===== src/rtl/exc_res_pkg.sv =====
package exc_res_pkg;

    localparam int EXC_RESET = 1;
    localparam int EXC_NMI   = 2;
    localparam int EXC_HARD  = 3;
    localparam int EXC_MEM   = 4;
    localparam int EXC_BUS   = 5;
    localparam int EXC_USAGE = 6;
    localparam int EXC_EXT0  = 16;
    localparam int N_FAULT   = 3;

    // True for numbers that carry a real exception.
    function automatic logic exc_implemented(input int n);
        return (n >= 1 && n <= 6) || n == 11 || n == 12 || n == 14 || n >= 15;
    endfunction

    // True for the three fixed-level exceptions.
    function automatic logic exc_fixed(input int n);
        return n >= EXC_RESET && n <= EXC_HARD;
    endfunction

endpackage


===== src/rtl/exc_level_map.sv =====
module exc_level_map
    import exc_res_pkg::*;
#(
    parameter int NUM_EXC = 24,
    parameter int PRIO_W  = 3,
    localparam int LVL_W  = PRIO_W + 2
) (
    input  logic [NUM_EXC*PRIO_W-1:0] prio_i,
    output logic signed [LVL_W-1:0]   lvl_o [NUM_EXC]
);

    localparam logic signed [LVL_W-1:0] LVL_NONE = LVL_W'(1 << PRIO_W);

    for (genvar n = 0; n < NUM_EXC; n++) begin : g_lvl
        if (exc_fixed(n)) begin : g_fixed
            // Reset -3, NMI -2, Hard Fault -1
            assign lvl_o[n] = LVL_W'(n - 4);
        end else if (exc_implemented(n)) begin : g_prog
            assign lvl_o[n] = {2'b00, prio_i[n*PRIO_W +: PRIO_W]};
        end else begin : g_rsvd
            assign lvl_o[n] = LVL_NONE;
        end
    end

endmodule


===== src/rtl/exc_escalate.sv =====
module exc_escalate
    import exc_res_pkg::*;
#(
    parameter int NUM_EXC = 24,
    parameter int PRIO_W  = 3,
    localparam int LVL_W  = PRIO_W + 2
) (
    input  logic [NUM_EXC-1:0]        pend_i,
    input  logic [N_FAULT-1:0]        fault_en_i,
    input  logic signed [LVL_W-1:0]   lvl_i [NUM_EXC],
    input  logic                      act_valid_i,
    input  logic signed [LVL_W-1:0]   act_lvl_i,
    output logic [NUM_EXC-1:0]        pend_eff_o
);

    logic [N_FAULT-1:0] blocked;
    logic [N_FAULT-1:0] escalate;

    for (genvar f = 0; f < N_FAULT; f++) begin : g_fault
        assign blocked[f]  = act_valid_i && (lvl_i[EXC_MEM+f] >= act_lvl_i);
        assign escalate[f] = pend_i[EXC_MEM+f] && (!fault_en_i[f] || blocked[f]);
    end

    for (genvar n = 0; n < NUM_EXC; n++) begin : g_eff
        if (n == EXC_HARD) begin : g_hard
            assign pend_eff_o[n] = pend_i[n] || (|escalate);
        end else if (n >= EXC_MEM && n < EXC_MEM + N_FAULT) begin : g_flt
            assign pend_eff_o[n] = pend_i[n] && !escalate[n-EXC_MEM];
        end else if (exc_implemented(n)) begin : g_plain
            assign pend_eff_o[n] = pend_i[n];
        end else begin : g_rsvd
            assign pend_eff_o[n] = 1'b0;
        end
    end

endmodule


===== src/rtl/exc_pick.sv =====
module exc_pick #(
    parameter int NUM_EXC = 24,
    parameter int PRIO_W  = 3,
    localparam int LVL_W  = PRIO_W + 2,
    localparam int NUM_W  = $clog2(NUM_EXC)
) (
    input  logic [NUM_EXC-1:0]        pend_i,
    input  logic signed [LVL_W-1:0]   lvl_i [NUM_EXC],
    output logic                      valid_o,
    output logic [NUM_W-1:0]          num_o,
    output logic signed [LVL_W-1:0]   lvl_o
);

    localparam logic signed [LVL_W-1:0] LVL_NONE = LVL_W'(1 << PRIO_W);

    always_comb begin
        valid_o = 1'b0;
        num_o   = '0;
        lvl_o   = LVL_NONE;
        // Downward scan with <= leaves the lowest number on a tie.
        for (int i = NUM_EXC - 1; i >= 0; i--) begin
            if (pend_i[i] && (!valid_o || lvl_i[i] <= lvl_o)) begin
                valid_o = 1'b1;
                num_o   = NUM_W'(i);
                lvl_o   = lvl_i[i];
            end
        end
    end

endmodule


===== src/rtl/exc_resolver.sv =====
module exc_resolver
    import exc_res_pkg::*;
#(
    parameter int N_EXT   = 8,
    parameter int PRIO_W  = 3,
    localparam int NUM_EXC = EXC_EXT0 + N_EXT,
    localparam int LVL_W   = PRIO_W + 2,
    localparam int NUM_W   = $clog2(NUM_EXC)
) (
    input  logic                      clk_i,
    input  logic                      rst_i,
    input  logic [NUM_EXC-1:0]        pend_i,
    input  logic [N_FAULT-1:0]        fault_en_i,
    input  logic [NUM_EXC*PRIO_W-1:0] prio_i,
    input  logic                      act_valid_i,
    input  logic [LVL_W-1:0]          act_lvl_i,
    output logic                      sel_valid_o,
    output logic [NUM_W-1:0]          sel_num_o,
    output logic                      preempt_o
);

    localparam logic signed [LVL_W-1:0] LVL_IDLE = LVL_W'(1 << PRIO_W);

    typedef struct packed {
        logic             valid;
        logic [NUM_W-1:0] num;
        logic             preempt;
    } sel_t;

    logic signed [LVL_W-1:0] lvl      [NUM_EXC];
    logic [NUM_EXC-1:0]      pend_eff;
    logic                    pick_valid;
    logic [NUM_W-1:0]        pick_num;
    logic signed [LVL_W-1:0] pick_lvl;
    logic signed [LVL_W-1:0] cur_lvl;
    sel_t                    sel_d, sel_q;

    exc_level_map #(.NUM_EXC(NUM_EXC), .PRIO_W(PRIO_W)) u_map (
        .prio_i (prio_i),
        .lvl_o  (lvl)
    );

    exc_escalate #(.NUM_EXC(NUM_EXC), .PRIO_W(PRIO_W)) u_esc (
        .pend_i      (pend_i),
        .fault_en_i  (fault_en_i),
        .lvl_i       (lvl),
        .act_valid_i (act_valid_i),
        .act_lvl_i   ($signed(act_lvl_i)),
        .pend_eff_o  (pend_eff)
    );

    exc_pick #(.NUM_EXC(NUM_EXC), .PRIO_W(PRIO_W)) u_pick (
        .pend_i  (pend_eff),
        .lvl_i   (lvl),
        .valid_o (pick_valid),
        .num_o   (pick_num),
        .lvl_o   (pick_lvl)
    );

    always_comb begin
        cur_lvl       = act_valid_i ? $signed(act_lvl_i) : LVL_IDLE;
        sel_d.valid   = pick_valid;
        sel_d.num     = pick_num;
        sel_d.preempt = pick_valid && (pick_lvl < cur_lvl);
    end

    always_ff @(posedge clk_i) begin
        if (rst_i) sel_q <= '0;
        else       sel_q <= sel_d;
    end

    assign sel_valid_o = sel_q.valid;
    assign sel_num_o   = sel_q.num;
    assign preempt_o   = sel_q.preempt;

endmodule


===== config.mk =====
export PLATFORM = sky130hd
export DESIGN_NAME = exc_resolver
export DESIGN_NICKNAME = d
export VERILOG_FILES = /design/src/rtl/exc_res_pkg.sv /design/src/rtl/exc_level_map.sv /design/src/rtl/exc_escalate.sv /design/src/rtl/exc_pick.sv /design/src/rtl/exc_resolver.sv
export SDC_FILE = /design/constraint.sdc
export NUM_CORES = 1
export LEC_CHECK = 0
export BUFFER_PORTS_ARGS = -buffer_cell sky130_fd_sc_hd__buf_2
export CORE_ASPECT_RATIO = 0.5
export CORE_MARGIN = 4
export CORE_UTILIZATION = 51
export CTS_CLUSTER_DIAMETER = 100
export DETAILED_ROUTE_END_ITERATION = 8
export PLACE_DENSITY = 0.84
export REMOVE_ABC_BUFFERS = 1
export SLEW_MARGIN = 5
export SYNTH_ARGS = -nofsm -noshare
export SYNTH_HDL_FRONTEND = slang
export SYNTH_SLANG_ARGS = --single-unit

===== constraint.sdc =====
create_clock -name clk_i -period 26.1 [get_ports clk_i]
set_input_delay 1.305 -clock clk_i [delete_from_list [all_inputs] [get_ports clk_i]]
set_output_delay 1.305 -clock clk_i [all_outputs]
set_load 0.02 [all_outputs]

==> results of run 1 <==
==> registers in the layout, indices dropped and copies added (netlist names) <==
signal       cells
preempt_o        1
sel_num_o        5
sel_valid_o      1
==> synthesized netlist by cell type, drive strengths merged (8+ instances only) <==
library cell | instances | area share
o31ai | 13 | 0.042
a21oi | 22 | 0.042
a211oi | 10 | 0.028
nand3 | 18 | 0.032
o21ai | 14 | 0.025
ha | 55 | 0.24
a21o | 10 | 0.027
nor3 | 11 | 0.021
o21a | 11 | 0.029
o211ai | 9 | 0.024
nand2b | 8 | 0.018
inv | 44 | 0.059
nand2 | 27 | 0.037
nor2 | 24 | 0.032
==> placed cells by master (no fill, tap or decap), drive strengths merged, types with 11 or more instances in the layout <==
cell,n
ha,55
o21a,11
inv,44
nor3,11
a21oi,22
nor2,24
buf,80
nand2,27
o21ai,14
o31ai,13
nand3,18
==> per-stage QoR <==
| stage | setup WS (ns) | util | hold slack, ns | area (µm²) | std cells |
|---|---|---|---|---|---|
| after floorplan | 6.31 | - | 1.38 | 2800 | 377 |
| after CTS | 3.65 | 0.649 | 1.27 | 3330 | 531 |
| after detailed placement | 3.52 | 0.640 | 1.51 | 3290 | 527 |
| final | 3.56 | 0.649 | 1.28 | 3330 | 531 |
| after global placement | 3.74 | 0.640 | 1.50 | 3290 | 527 |
| after global routing | 1.53 | 0.649 | 1.27 | 3330 | 531 |
==> kinds of logic after synthesis <==
family,share of synthesized area
AOI/OAI and AO/OA,0.361
DFF,0.0497
buffers and inverters,0.0661
and+or+nand+nor,0.237
adders and majority gates,0.244
muxes,0.0426
==> power breakdown <==
| part | internal (mW) | switching (mW) |
|---|---|---|
| clock | 0.0106 | 0.00483 |
| sequential | 0.0114 | 0.000125 |
| combinational | 0.127 | 0.159 |
| total | 0.149 | 0.164 |
==> metal layers <==
metal	global-route usage	part of all wire	vias up
li1	-	-	1628
met1	0.273	0.46	1430
met3	0.0289	0.065	8
met5	0	0	-
met4	0.0394	0.0091	0
met2	0.390	0.46	94
==> critical path, delay by kind of cell <==
| family | cells | cell delay (ns) |
|---|---|---|
| compound gates | 43 | 10.63 |
| fa+ha+maj | 15 | 4.21 |
| buf+inv | 7 | 0.70 |
| mux | 3 | 1.11 |
| simple gates | 29 | 4.68 |
==> area by class of cell <==
cell class / count / area share
tap: 70 / 0.0263
timing repair buffer: 80 / 0.120
multi-input combinational: 326 / 0.748
clock buffer: 4 / 0.0135
inverter: 44 / 0.0496
sequential: 7 / 0.0421
==> worst min-delay path by stage <==
stage                         endpoint  cells past startpoint
6_report       sel_num_o[1]$_SDFF_PP0_                      2
5_1_grt        sel_num_o[1]$_SDFF_PP0_                      2
4_1_cts        sel_num_o[1]$_SDFF_PP0_                      2
3_5_place_dp   sel_num_o[1]$_SDFF_PP0_                      2
3_3_place_gp   sel_num_o[1]$_SDFF_PP0_                      2
2_1_floorplan  sel_num_o[2]$_SDFF_PP0_                      1
==> out/metrics.cfg, run 1 <==
[run_status]
status = complete, no violations

[yosys]
synth_edf_count = 0
ys_ff_latch = 7
synth_area_per_cell_um2 = 7.40
synth_cell_types = 73
synth-async-reset-ratio = 0
mappedNetlistArea_mm2 = 0.00282
seq_area_frac_synth = 0.0497
synth_top_flop_cell = dfxtp_1
syn_inst = 381
yosysWarnings = 0

[placed_design]
gp_congestion = 0.905
hpwl_um = 6310
io_buffers = 80

[clock_network]
clk_pin_slew_ns = 0.04
htree_levels = 1
cts-hold-fix-buffers = 0
cts_setup_buffers = 0
cts-buffers-inserted = 3
cts_tree = done
cts_resized = 0
clock-sinks = 7
clockBufferDepth = 2
cts-root-buf = clkbuf_8

[drt]
dr.pass1.iters = 4
viasPerCell = 5.95
vias = 3160
wire_per_inst_um = 13.9
drt_iter0_drc = 235
remaining_drc_errors = 0
wirelength_um = 7360
postRouteAntennaNets = 0

[timing]
setup_violations = 0
fin_crit_sh = 0.864
rsz0062_at_grt = false
hold_viol_final = 0
slew_headroom = 0.460
slew_viol_final = 0
tightest_slew_ns = 0.803
fmax_ghz = 0.0444
tns_ns = 0
fin_crit_ns = 22.54

[floorplanning]
dieArea_mm2 = 0.00686
rows = 18
die_h_um = 60.6
die_x_um = 113
io_pins = 114
coreArea_mm2 = 0.00513
initial_utilization = 0.549

[grt]
grt_pass1_wl_um = 12100
antenna_found_initial = 0
grt_max_degree = 15
gr-usage-all-layers = 0.211
overflow = 0
grt_pass1_vias = 2803

[pwr]
power_uw = 314
leakagePower_nw = 1.73
vdd.ir_drop.worst_mv = 0.0427
powerDensity_mw_per_mm2 = 94.1

[setup_path]
crit_arrival_ns = 22.66
start_kind = input pin
critPathLaunch = pend_i[23]
end_kind = flop
slowest_delay_ns = 0.71
cp_data_required_time_ns = 26.22
path_max_fanout = 12
slowest_stage = o31ai_1
cp-endpoint = preempt_o$_SDFF_PP0_
criticalPathCategory = input pin to flop
cpMostUsedCell = ha_1

[layout]
n_fill_cell = 467
regArea_um2 = 140
syn2layout_area_growth_pct = 18.1
antenna_cells = 0
layout-drive-gt1-share = 0.241
multiInputGateArea_mm2 = 0.00249
nets = 624

[min_path]
min_from = pend_i[1]
worst_hold_path_type = input pin to flop

[run]
maxCapViolCount = 0

(Power assumes the default switching activity.)
==> run 2, diff against run 1 <==
--- a/config.mk
+++ b/config.mk
@@ -9,8 +9,8 @@
 export CORE_ASPECT_RATIO = 0.5
 export CORE_MARGIN = 4
-export CORE_UTILIZATION = 51
+export CORE_UTILIZATION = 46
 export CTS_CLUSTER_DIAMETER = 100
 export DETAILED_ROUTE_END_ITERATION = 8
-export PLACE_DENSITY = 0.84
+export PLACE_DENSITY = 0.8
 export REMOVE_ABC_BUFFERS = 1
 export SLEW_MARGIN = 5
==> constraint.sdc (replaced) <==
create_clock -name clk_i -period 20.1 [get_ports clk_i]
set_input_delay 1.005 -clock clk_i [delete_from_list [all_inputs] [get_ports clk_i]]
set_output_delay 1.005 -clock clk_i [all_outputs]
set_load 0.1 [all_outputs]
==> out/metrics.cfg, run 2 (synthesis gave the netlist of run 1 again) <==
[pwr]
power_switching_share = 0.480
power.net_switching_uw = 280
power_uw = 584
vdd.ir_drop.worst_mv = 0.0681
seqPwrFrac = 0.026
intPower_uw = 304
p_clk_frac = 0.058
p_comb_frac = 0.916
leakagePower_nw = 2.04
powerDensity_mw_per_mm2 = 144

[setup_path]
cp_data_required_time_ns = 20.22
path_max_fanout = 7
critical_path_depth = 98
start_kind = input pin
cpMostUsedCell = ha_1
cp-endpoint = preempt_o$_SDFF_PP0_
slowest_delay_ns = 0.38
criticalPathCategory = input pin to flop
critPathLaunch = pend_i[23]
cp_top_family = compound AO/OA/AOI/OAI gates
critPathBufInv = 9
end_kind = flop
crit_arrival_ns = 19.62
slowest_stage = o32a_1

[timing]
fin_crit_sh = 0.970
slew_viol_final = 0
tightest_slew_ns = 0.888
setup_violations = 0
fin_ws_ns = 0.601
slew_headroom = 0.403
hold_viol_final = 0
fin_crit_ns = 19.50
fmax_ghz = 0.0513
hold-worst-slack_ns = 0.964

[floorplanning]
io_pins = 114
dieArea_mm2 = 0.00752
die_h_um = 63.4
initial_utilization = 0.494
rows = 19
die_x_um = 119
coreArea_mm2 = 0.00571

[grt]
antenna_found_initial = 0
grt_pass1_wl_um = 13200
grt_pass1_vias = 3123
overflow = 0
gr-usage-all-layers = 0.200
grt_max_degree = 15

[drt]
postRouteAntennaNets = 0
drt_iter0_drc = 223
wire_per_inst_um = 15.8
dr.pass1.iters = 8
wirelength_um = 9200
remaining_drc_errors = 0
viasPerCell = 6.12
vias = 3566

[run_status]
status = complete, no violations

[clock_network]
cts-hold-fix-buffers = 0
clk_pin_slew_ns = 0.04
clockBufferDepth = 2
htree_levels = 1
cts_tree = done
cts-buffers-inserted = 3
cts-root-buf = clkbuf_16
clock-sinks = 7

[run]
maxCapViolCount = 0

[layout]
antenna_cells = 0
layout_common_cells = 80 x buf_2, 53 x ha_1, 49 x buf_4, 43 x inv_1, 24 x nand2_1
syn2layout_area_growth_pct = 43.7
final_common_cell = buf_2
largest_reg_flops = 5
layout-drive-gt1-share = 0.402
final_core_util = 0.710
final_cells = 583
nets = 673

[placed_design]
dp.cells = 559
io_buffers = 80
gp_congestion = 0.835
hpwl_um = 6850
place_ws_ns = -0.299

[min_path]
worst_hold_path_type = input pin to flop

==> run 2: power groups by stage <==
stage | Combinational (mW) | Clock (mW) | Sequential, mW
after floorplan | 0.294 | 0 | 0.0216
after global placement | 0.417 | 0 | 0.0152
after detailed placement | 0.428 | 0 | 0.0152
after CTS | 0.433 | 0.0341 | 0.0150
after global routing | 0.587 | 0.0348 | 0.0151
final | 0.534 | 0.0340 | 0.0150
==> run 2: through the flow <==
step	TNS, ns	instance area (µm²)
after floorplan	0	2800
final	0	4050
after CTS	0	3620
after detailed placement	-0.299	3510
after global placement	-0.0323	3510
after global routing	-0.468	4050
==> run 2: worst min path at each step <==
stage,start,depth (start not counted),slack (ns),to
after global placement,pend_i[1],2,1.20,sel_num_o[1]$_SDFF_PP0_
after global routing,pend_i[1],2,0.99,sel_num_o[1]$_SDFF_PP0_
final,pend_i[1],2,0.96,sel_num_o[1]$_SDFF_PP0_
after CTS,pend_i[1],2,0.96,sel_num_o[1]$_SDFF_PP0_
after detailed placement,pend_i[1],2,1.20,sel_num_o[1]$_SDFF_PP0_
after floorplan,rst_i,1,1.08,sel_num_o[2]$_SDFF_PP0_
==> run 2: timing repair <==
action	CTS	global route
pin swaps	0	33
setup endpoints to repair	1	6
cloned	0	0
setup buffers	0	20
resized for setup	5	60
==> run 2: cell type report <==
cell class / instances / area [µm²]
multi-input combinational: 326 / 2810
fill: 445 / 1650
timing repair buffer: 129 / 768
inverter: 44 / 165
sequential: 7 / 140
tap: 73 / 91.3
clock buffer: 4 / 78.8
==> run 2: metal layers <==
layer  track usage  routed length [µm]
met1         0.261                3990
met2         0.372                4550
met3        0.0197                 505
met4        0.0159                 154
met5             0                   0
